## config.mk

```make
export PLATFORM = sky130hd
export DESIGN_NAME = dma_strobe_gen
export DESIGN_NICKNAME = d
export VERILOG_FILES = /design/src/rtl/dma_strobe_pkg.sv /design/src/rtl/cycle_resolver.sv /design/src/rtl/class_picker.sv /design/src/rtl/strobe_seq.sv /design/src/rtl/dma_strobe_gen.sv
export SDC_FILE = /design/constraint.sdc
export NUM_CORES = 1
export LEC_CHECK = 0
export BUFFER_PORTS_ARGS = -buffer_cell sky130_fd_sc_hd__buf_2
export CAP_MARGIN = 0
export CORE_MARGIN = 5
export CORE_UTILIZATION = 30
export DETAILED_ROUTE_END_ITERATION = 8
export PLACE_DENSITY = 0.54
export SYNTH_ARGS = -nofsm -noshare
export SYNTH_HDL_FRONTEND = slang
export SYNTH_SLANG_ARGS = --single-unit
```

## constraint.sdc

```tcl
create_clock -name clk -period 1.6 [get_ports clk]
set_clock_uncertainty 0.1 [all_clocks]
set_input_delay 0.16 -clock clk [delete_from_list [all_inputs] [get_ports clk]]
set_output_delay 0.16 -clock clk [all_outputs]
set_load 0.01 [all_outputs]
```

## src/rtl/dma_strobe_pkg.sv

```systemverilog
package dma_strobe_pkg;

    typedef enum logic [1:0] {
        CLS_D = 2'd0,
        CLS_C = 2'd1,
        CLS_B = 2'd2,
        CLS_A = 2'd3
    } strobe_class_e;

    typedef enum logic [1:0] {
        ST_IDLE   = 2'd0,
        ST_ACTIVE = 2'd1,
        ST_RECOV  = 2'd2
    } seq_state_e;

    typedef struct packed {
        logic       valid;
        logic       multiword;
        logic [1:0] level;
    } mode_dec_t;

    localparam int NUM_CLS     = 4;
    localparam int CYC_SLOW_NS = 480;
    localparam int CYC_FAST_NS = 250;
    localparam int MAX_PHASE_NS = 312;

    function automatic int cls_active_ns(int idx);
        case (idx)
            0:       return 62;
            1:       return 125;
            2:       return 187;
            default: return 250;
        endcase
    endfunction

    function automatic int cls_recov_ns(int idx);
        case (idx)
            0:       return 125;
            1:       return 125;
            2:       return 250;
            default: return 312;
        endcase
    endfunction

    function automatic int cls_cycle_ns(int idx);
        return cls_active_ns(idx) + cls_recov_ns(idx);
    endfunction

    function automatic int ns_to_ticks(int ns, int period_ps);
        return (ns * 1000 + period_ps - 1) / period_ps;
    endfunction

    function automatic mode_dec_t decode_mode(logic [2:0] code);
        mode_dec_t d;
        d.valid     = (code != 3'd7);
        d.multiword = d.valid && (code >= 3'd3);
        if (code >= 3'd5)      d.level = 2'd2;
        else if (code >= 3'd3) d.level = 2'(code - 3'd3);
        else                   d.level = code[1:0];
        return d;
    endfunction

endpackage

```

## src/rtl/cycle_resolver.sv

```systemverilog
module cycle_resolver
    import dma_strobe_pkg::*;
#(
    parameter int CYC_W = 12
) (
    input  logic [2:0]       mode_code,
    input  logic [CYC_W-1:0] drive_cyc_ns,
    output logic [CYC_W-1:0] req_ns
);
    localparam logic [CYC_W-1:0] SLOW_NS = CYC_W'(CYC_SLOW_NS);
    localparam logic [CYC_W-1:0] FAST_NS = CYC_W'(CYC_FAST_NS);

    mode_dec_t        dec;
    logic [CYC_W-1:0] base_ns;

    always_comb begin
        dec = decode_mode(mode_code);
        if (!dec.valid) begin
            base_ns = '0;
        end else if (dec.multiword && dec.level != 2'd0) begin
            base_ns = (drive_cyc_ns > FAST_NS) ? drive_cyc_ns : FAST_NS;
        end else begin
            base_ns = SLOW_NS;
        end
        req_ns = (base_ns == '0) ? SLOW_NS : base_ns;
    end

    // a request is always usable; R2: never faster than the fast mode cycle
    always_comb begin
        assert_request_valid_R4: assert (req_ns >= FAST_NS);
    end

endmodule

```

## src/rtl/class_picker.sv

```systemverilog
module class_picker
    import dma_strobe_pkg::*;
#(
    parameter int CYC_W = 12
) (
    input  logic [CYC_W-1:0] req_ns,
    output strobe_class_e    cls
);
    always_comb begin
        cls = CLS_A;
        for (int i = NUM_CLS - 1; i >= 0; i--) begin
            if (int'(req_ns) <= cls_cycle_ns(i)) begin
                cls = strobe_class_e'(i[1:0]);
            end
        end
    end

    // the chosen class covers the request unless it is the slowest one
    always_comb begin
        assert_class_covers_R5: assert (cls == CLS_A || int'(req_ns) <= cls_cycle_ns(int'(cls)));
    end

endmodule

```

## src/rtl/strobe_seq.sv

```systemverilog
module strobe_seq
    import dma_strobe_pkg::*;
#(
    parameter int CLK_PS = 10000,
    parameter int TICK_W = 6
) (
    input  logic          clk,
    input  logic          rst,
    input  logic          start,
    input  strobe_class_e cls_in,
    output logic          strobe,
    output logic          busy,
    output logic          word_done,
    output strobe_class_e word_class
);
    logic [TICK_W-1:0] act_tab [NUM_CLS];
    logic [TICK_W-1:0] rec_tab [NUM_CLS];

    for (genvar g = 0; g < NUM_CLS; g++) begin : g_ticks
        assign act_tab[g] = TICK_W'(ns_to_ticks(cls_active_ns(g), CLK_PS));
        assign rec_tab[g] = TICK_W'(ns_to_ticks(cls_recov_ns(g), CLK_PS));
    end

    seq_state_e        state_q;
    logic [TICK_W-1:0] cnt_q;
    logic              pend_q;
    logic              done_q;
    strobe_class_e     cls_q;

    always_ff @(posedge clk) begin
        if (rst) begin
            state_q <= ST_IDLE;
            cnt_q   <= '0;
            pend_q  <= 1'b0;
            done_q  <= 1'b0;
            cls_q   <= CLS_A;
        end else begin
            done_q <= 1'b0;
            case (state_q)
                ST_IDLE: begin
                    if (start) begin
                        state_q <= ST_ACTIVE;
                        cls_q   <= cls_in;
                        cnt_q   <= act_tab[cls_in] - TICK_W'(1);
                    end
                end
                ST_ACTIVE: begin
                    if (start) pend_q <= 1'b1;
                    if (cnt_q == '0) begin
                        state_q <= ST_RECOV;
                        cnt_q   <= rec_tab[cls_q] - TICK_W'(1);
                    end else begin
                        cnt_q <= cnt_q - TICK_W'(1);
                    end
                end
                ST_RECOV: begin
                    if (cnt_q == '0) begin
                        done_q <= 1'b1;
                        pend_q <= 1'b0;
                        if (pend_q || start) begin
                            state_q <= ST_ACTIVE;
                            cls_q   <= cls_in;
                            cnt_q   <= act_tab[cls_in] - TICK_W'(1);
                        end else begin
                            state_q <= ST_IDLE;
                        end
                    end else begin
                        cnt_q <= cnt_q - TICK_W'(1);
                        if (start) pend_q <= 1'b1;
                    end
                end
                default: state_q <= ST_IDLE;
            endcase
        end
    end

    assign strobe     = (state_q == ST_ACTIVE);
    assign busy       = (state_q != ST_IDLE);
    assign word_done  = done_q;
    assign word_class = cls_q;

    // completion is a single-cycle pulse
    assert_done_pulse_R7: assert property (@(posedge clk) disable iff (rst)
        word_done |=> !word_done);

    // busy only falls when a word completes
    assert_busy_end_R8: assert property (@(posedge clk) disable iff (rst)
        $fell(busy) |-> word_done);

    // class is frozen while the strobe stays high
    assert_class_hold_R10: assert property (@(posedge clk) disable iff (rst)
        (strobe && $past(strobe)) |-> $stable(word_class));

    // the strobe rises only when a word starts or a completion hands over
    assert_strobe_start_R6: assert property (@(posedge clk) disable iff (rst)
        $rose(strobe) |-> ($past(start) || $past(pend_q) || word_done));

endmodule

```

## src/rtl/dma_strobe_gen.sv

```systemverilog
module dma_strobe_gen
    import dma_strobe_pkg::*;
#(
    parameter int CLK_PS = 10000,
    parameter int CYC_W  = 12
) (
    input  logic             clk,
    input  logic             rst,
    input  logic             start,
    input  logic [2:0]       mode_code,
    input  logic [CYC_W-1:0] drive_cyc_ns,
    output logic             strobe,
    output logic             busy,
    output logic             word_done,
    output logic [1:0]       word_class
);
    localparam int MAX_TICKS = ns_to_ticks(MAX_PHASE_NS, CLK_PS);
    localparam int TICK_W    = $clog2(MAX_TICKS + 1);

    logic [CYC_W-1:0] req_ns;
    strobe_class_e    cls_sel;
    strobe_class_e    cls_word;

    cycle_resolver #(.CYC_W(CYC_W)) u_resolve (
        .mode_code    (mode_code),
        .drive_cyc_ns (drive_cyc_ns),
        .req_ns       (req_ns)
    );

    class_picker #(.CYC_W(CYC_W)) u_pick (
        .req_ns (req_ns),
        .cls    (cls_sel)
    );

    strobe_seq #(.CLK_PS(CLK_PS), .TICK_W(TICK_W)) u_seq (
        .clk        (clk),
        .rst        (rst),
        .start      (start),
        .cls_in     (cls_sel),
        .strobe     (strobe),
        .busy       (busy),
        .word_done  (word_done),
        .word_class (cls_word)
    );

    assign word_class = cls_word;

endmodule

```

# [Yosys cells after proc, flatten, opt, wreduce, memory -nomap -nowiden]
# Index checks and enable logic that the tools add are counted.
[word_totals] ff_bits=12 latch_bits=0 mem_bits_rw=0 mem_bits_ro=0 input_bits=18 memories=0
[op_classes] add_sub_neg=4 multipliers=0 div=0 order_cmp=8 n_eq_ne=8 shifts=0 n_mux=33 bitwise=3 reduce_logical=15
[ops] cell="2-to-1 mux 12 bit" count=4
[ops] cell="2-to-1 mux 6 bit" count=8
[ops] cell="binary-select mux 6 bit (select 2 bit)" count=2
[ops] cell="<= comparator 12 x 8 -> 1 bit, second input constant" count=2
[ops] cell="2-to-1 mux 2 bit" count=10
[ops] cell="case mux 6 bit (3 select lines)" count=1
[ops] cell="subtractor 6 x 1 -> 6 bit, second input constant" count=3
[ops] cell="> comparator 12 x 8 -> 1 bit, second input constant" count=1
[ops] cell="<= comparator 12 x 9 -> 1 bit, second input constant" count=1
[ops] cell="zero test 12 bit" count=1
[ops] cell="greater-or-equal comparator 3 bit, second input constant" count=3
[ops] cell="nonzero test 2 bit" count=4
[ops] cell="zero test 6 bit" count=1
[ops] cell="!= test 2 x 1 -> 1 bit, second input constant" count=3
[ops] cell="!= test 3 bit, second input constant" count=2
[ops] cell="inverter 2 -> 3 bit" count=2
[ops] cell="case mux 2 bit (3 select lines)" count=1
[ops] cell="AND reduction 3 bit" count=2
[ops] cell="2-to-1 mux 1 bit" count=5
[ops] cell="case mux 2 bit (2 select lines)" count=1
[ops] cell="AND reduction 4 bit" count=1
[ops] cell="greater-or-equal comparator 3 x 2 -> 1 bit, second input constant" count=1
[ops] cell="nonzero test 3 bit" count=1
[ops] cell="== test 2 x 1 -> 1 bit, second input constant" count=1
[ops] cell="other kinds (9)" count=10

# [Longest topological paths before layout]
[logic_depth] word_depth=21 depth_mapped=8 ltp_nobuf=7

# [By module]
# A second synthesis with hierarchy kept.
[hier_totals] cells_unflattened=146 area_unflattened_um2=1184.9
[by_module_without_submodules] mod="strobe_seq" instances=1 cells_each=111 area_each_um2=924.6 seq_area_each_um2=240.2
[by_module_without_submodules] mod="cycle_resolver" instances=1 cells_each=19 area_each_um2=141.4 seq_area_each_um2=0.0
[by_module_without_submodules] mod="class_picker" instances=1 cells_each=16 area_each_um2=118.9 seq_area_each_um2=0.0

# [Worst setup path before layout]
# No wires, ideal clock.
[synth_timing] kind="register to register" startpoint="reg u_seq.state_q[1]" endpoint="reg u_seq.cnt_q[5]" arrival_time_ps=1625 setup_slack_ps=-196 stages_incl_launch_ff=9 period_less_slack_ps=1796 path_cell_list="dfxtp_1 inv_1 ha_1 clkbuf_1 o21ai_0 a21oi_1 nand2_1 a21bo_2 a21oi_1"
[synth_between] elab_chain_cells=3 word_cells_on_any_way=8
[synth_rtl] element="start: declaration" line_no="strobe_seq.sv:24" source="seq_state_e state_q;"
[synth_rtl] element="start signal: assignment" line_no="strobe_seq.sv:32" source="state_q <= ST_IDLE;"
[synth_rtl] element="start signal: assignment" line_no="strobe_seq.sv:42" source="state_q <= ST_ACTIVE;"
[synth_rtl] element="start signal: assignment" line_no="strobe_seq.sv:50" source="state_q <= ST_RECOV;"
[synth_rtl] element="== test 2 bit (tied with other cells)" line_no="strobe_seq.sv:39" source="case (state_q)"
[synth_rtl] element="!= test 3 bit (no source line) (tied with other cells)"
[synth_rtl] element="AND reduction 3 bit (no source line)"
[synth_rtl] element="end signal: assignment" line_no="strobe_seq.sv:44" source="cnt_q <= act_tab[cls_in] - TICK_W'(1);"
[synth_rtl] element="end signal: assignment" line_no="strobe_seq.sv:51" source="cnt_q <= rec_tab[cls_q] - TICK_W'(1);"
[synth_rtl] element="end signal: assignment" line_no="strobe_seq.sv:53" source="cnt_q <= cnt_q - TICK_W'(1);"
[synth_rtl] element="end: declaration" line_no="strobe_seq.sv:25" source="logic [TICK_W-1:0] cnt_q;"
# Several ways; a longest one is shown, not always the timed one.
# A chain may end at the register's enable or synchronous reset.

# [Final worst setup path]
[layout_timing] startpoint="reg u_seq.cnt_q[5]" endpoint="reg u_seq.cnt_q[4]"
[layout_between] elab_chain_cells=3 word_cells_on_any_way=6
[layout_rtl] element="zero test 6 bit *" line_no="strobe_seq.sv:49, strobe_seq.sv:57"
[layout_rtl] element="!= test 3 bit (no source line) (tied with other cells)"
[layout_rtl] element="AND reduction 3 bit (no source line) / case mux 6 bit (3 select lines) (equally long branches)"
# Every way passes the cells marked *; elsewhere a longest branch is shown, timed or not.

==> run_results.csv <==
group,metric,value,unit
status,outcome,"finished with violations",
status,failed_checks,"negative setup slack",
logic_synthesis,yosys_warnings,0,
critical_path,end_kind,"flip-flop",
place,io_buffers,22,
global_route,grtUsageTotal,14.1,%
floorplanning,initial_utilization,30.4,%
power,p_leak,0.611,nW
cts,cts-root-buf,"clkbuf_4",
logic_synthesis,yosysSeqAreaShare,26.6,%
timing,finalCritPeriodShare,107,%
global_route,top_usage_layer,"met2",
flow_run,maxCapViolCount,0,
logic_synthesis,synth_xor_area_share,1.94,%
routing,avgViaCountPerCell,5.15,
place,dp_hpwl,2.12,mm
global_route,use_met2,26.1,%
cts,postCtsHoldBufs,0,
power,vdd.ir_drop.worst,0.476,mV
cts,clk_path_buf_depth,2,
logic_synthesis,syn_nets,136,
critical_path,r2r-end,"u_seq.cnt_q[4]",
timing,setup_violations,6,
global_route,grt_use_met1,16.3,%
critical_path,r2r_cells,6,
floorplanning,ios,23,
critical_path,cpMaxStageDelayCell,"o31a_1",
finish,final_nets,195,
global_route,gr-total-overflow,0,
finish,n_fill_cell,268,
hold_path,hold_end,"u_seq.word_done",
finish,stdcell_count,203,
critical_path,critPathArrivalTime,1800,ps
critical_path,critical_path.max_fanout,7,
finish,drive_gt1_share,53.5,%
global_route,grt_use_met3,2.43,%
logic_synthesis,synth_top_family_by_area,"compound AO/OA/AOI/OAI gates",
routing,wl_per_cell,14.2,um
timing,rsz0062_at_grt,"true",
global_route,grt_max_degree,15,
place,dp_cells,189,
routing,ant_nets,0,
cts,cts_tree,"yes",
critical_path,rr_startpoint,"u_seq.cnt_q[5]",
timing,slew_headroom,74.5,%
critical_path,cp.required,1700,ps
global_route,grt_pass1_wl,4.71,mm
floorplanning,die_h,64.9,um
cts,htree_levels,1,
cts,clk_pin_slew_worst_paths,80,ps
critical_path,r2r_setup_slack,-110,ps
finish,area_delta_synth_final,61.8,%
logic_synthesis,syn_area,905,um^2
routing,drt_wl_total,2.88,mm
hold_path,hp-start,"rst",
floorplanning,rows,20,
cts,numCtsBuffers,3,
logic_synthesis,synthSimpleGateAreaFrac,25.4,%
timing,fin_crit,1710,ps
floorplanning,die_area,4210,um^2
timing,drv_slew,0,
routing,drc,0,
logic_synthesis,ys_types,46,
finish,multiInputGateArea,731,um^2
logic_synthesis,synthCells,113,
timing,setup_slack,-106,ps
timing,whs,146,ps
cts,clk_latency,270,ps
logic_synthesis,async_flop_share,0,%
timing,hold_viol,0,
hold_path,hp-class,"primary input to flip-flop",
logic_synthesis,synth.area.mux_share,1.11,%
hold_path,holdPathStages,2,
timing,fmax,586,MHz
routing,vias,1046,
critical_path,worstPathCellList,"nor4_4 > buf_6 > nand3_4 > o31a_1 > buf_4 > a211oi_2",
global_route,antenna_found_initial,0,
finish,insertedDiodeCount,0,
critical_path,max_stage_delay,360,ps
floorplanning,core_area,2980,um^2
logic_synthesis,synthAdderAreaFrac,6.92,%
logic_synthesis,ys_ff_latch,12,
routing,dr.first_iter.drc_count,22,
cts,clock_sinks,12,
global_route,grt_pass1_vias,1063,
logic_synthesis,syn_area_per_cell,8.01,um^2
timing,worstMarginPinSlew,379,ps
power,p_per_area,942,nW/um^2
logic_synthesis,synth_compound_area_share,33.3,%
finish,seq_area,250,um^2
critical_path,start_kind,"flip-flop",
floorplanning,die_x,64.9,um
critical_path,crit_type,"flip-flop to flip-flop",
place,gp_congestion,0.855,
logic_synthesis,synthFlopType,"dfxtp_1",
logic_synthesis,synth_edf_count,0,
routing,dr.pass1.iters,4,
==> where the power goes <==
part	total [mW]	switching [mW]	internal [mW]	leakage, nW
registers	0.368	0.0343	0.334	0.101
clock network	0.193	0.106	0.0872	0.0138
logic	0.817	0.393	0.424	0.496
==> registers in the layout, summed over array words and instances, names as in the netlist <==
name / flops
u_seq.cnt_q: 6
u_seq.pend_q: 1
u_seq.state_q: 2
u_seq.word_class: 2
u_seq.word_done: 1
==> cell usage in the layout, fill, tap and decap left out, types with 2 or more instances in the layout <==
cell | synthesis | layout
a21oi_2 | 1 | 2
dfxtp_1 | 12 | 6
a31oi_1 | 2 | 2
nand4_1 | 2 | 2
inv_4 | 0 | 2
dfxtp_2 | 0 | 5
buf_4 | 0 | 32
nor2_1 | 12 | 11
ha_2 | 0 | 3
ha_4 | 0 | 2
nor3b_2 | 0 | 2
inv_1 | 8 | 5
a21o_1 | 2 | 2
o31a_1 | 2 | 2
a21oi_1 | 10 | 8
nand2_1 | 5 | 5
o21ai_1 | 0 | 3
nand3_1 | 4 | 4
buf_2 | 1 | 22
clkbuf_4 | 0 | 3
o31ai_4 | 0 | 2
o21ai_0 | 8 | 5
a211oi_1 | 2 | 2
nand2b_1 | 3 | 3
buf_6 | 0 | 3
o2bb2ai_1 | 3 | 3
==> through the flow <==
| stage | utilization (%) | power (mW) | cell area (um^2) | setup TNS (ps) | setup slack, ps |
|---|---|---|---|---|---|
| 2_1_floorplan | - | 0.746 | 942 | -296 | -73.6 |
| 3_3_place_gp | 42.2 | 1.03 | 1260 | -511 | -106 |
| 3_5_place_dp | 42.2 | 1.03 | 1260 | -828 | -160 |
| 4_1_cts | 45.4 | 1.28 | 1350 | -508 | -121 |
| 5_1_grt | 49.2 | 1.47 | 1460 | -1130 | -210 |
| 6_report | 49.2 | 1.38 | 1460 | -365 | -106 |
==> layout make-up <==
cell class	instances	share of cell area [%]
Clock buffer	3	1.54
Inverter	8	2.39
Multi-Input combinational cell	90	49.9
Sequential cell	12	17.1
Tap cell	33	2.82
Timing Repair Buffer	57	26.2
==> synth_stat cells (2+ instances only) <==
cell       count  area (um^2)
a31oi_1        2         12.5
dfxtp_1       12          240
nor3b_1        2         15.0
o31a_1         2         17.5
o21ai_0        8         40.0
nand3_1        4         20.0
o2bb2ai_1      3         26.3
a21oi_1       10         50.1
nand2_1        5         18.8
a21o_1         2         15.0
clkbuf_1       2         7.51
nor2_1        12         45.0
a211oi_1       2         15.0
ha_1           5         62.6
nand4_1        2         12.5
inv_1          8         30.0
nand2b_1       3         18.8
==> kinds of logic after synthesis <==
kind of cell,after synthesis
compound gates,42
simple gates,40
flops,12
buf+inv,11
fa+ha+maj,5
xor+xnor,2
mux,1
==> per-layer routing <==
layer | part of all wire, % | wire length, um
met1 | 42 | 1200
met2 | 55 | 1570
met3 | 2.6 | 74
met4 | 0.87 | 25
met5 | 0 | 0
==> worst max path at each step <==
stage,start,endpoint,slack [ps],cells after the start
after floorplan,u_seq.cnt_q[4],u_seq.cnt_q[2],-70,5
after global placement,u_seq.state_q[0],u_seq.word_class[1],-110,6
after detailed placement,u_seq.state_q[0],u_seq.word_class[1],-160,6
after CTS,u_seq.cnt_q[5],u_seq.cnt_q[4],-120,6
after global routing,u_seq.cnt_q[5],u_seq.cnt_q[4],-210,6
final,u_seq.cnt_q[5],u_seq.cnt_q[4],-110,6
==> repair_timing <==
| action | 4_1_cts | 5_1_grt |
|---|---|---|
| gates cloned | 0 | 0 |
| pin swaps | 7 | 7 |
| gates resized for setup | 8 | 19 |
| hold endpoints to repair | 0 | 0 |
| setup endpoints to repair | 9 | 10 |
| buffers inserted | 6 | 5 |
==> critical path: cells and delay by family (launching register included) <==
kind	cells	cell delay [ps]
AOI/OAI and AO/OA	2	510
DFF	1	340
and+or+nand+nor	2	340
buffers and inverters	2	340
Power figures use the tool's default switching activity.
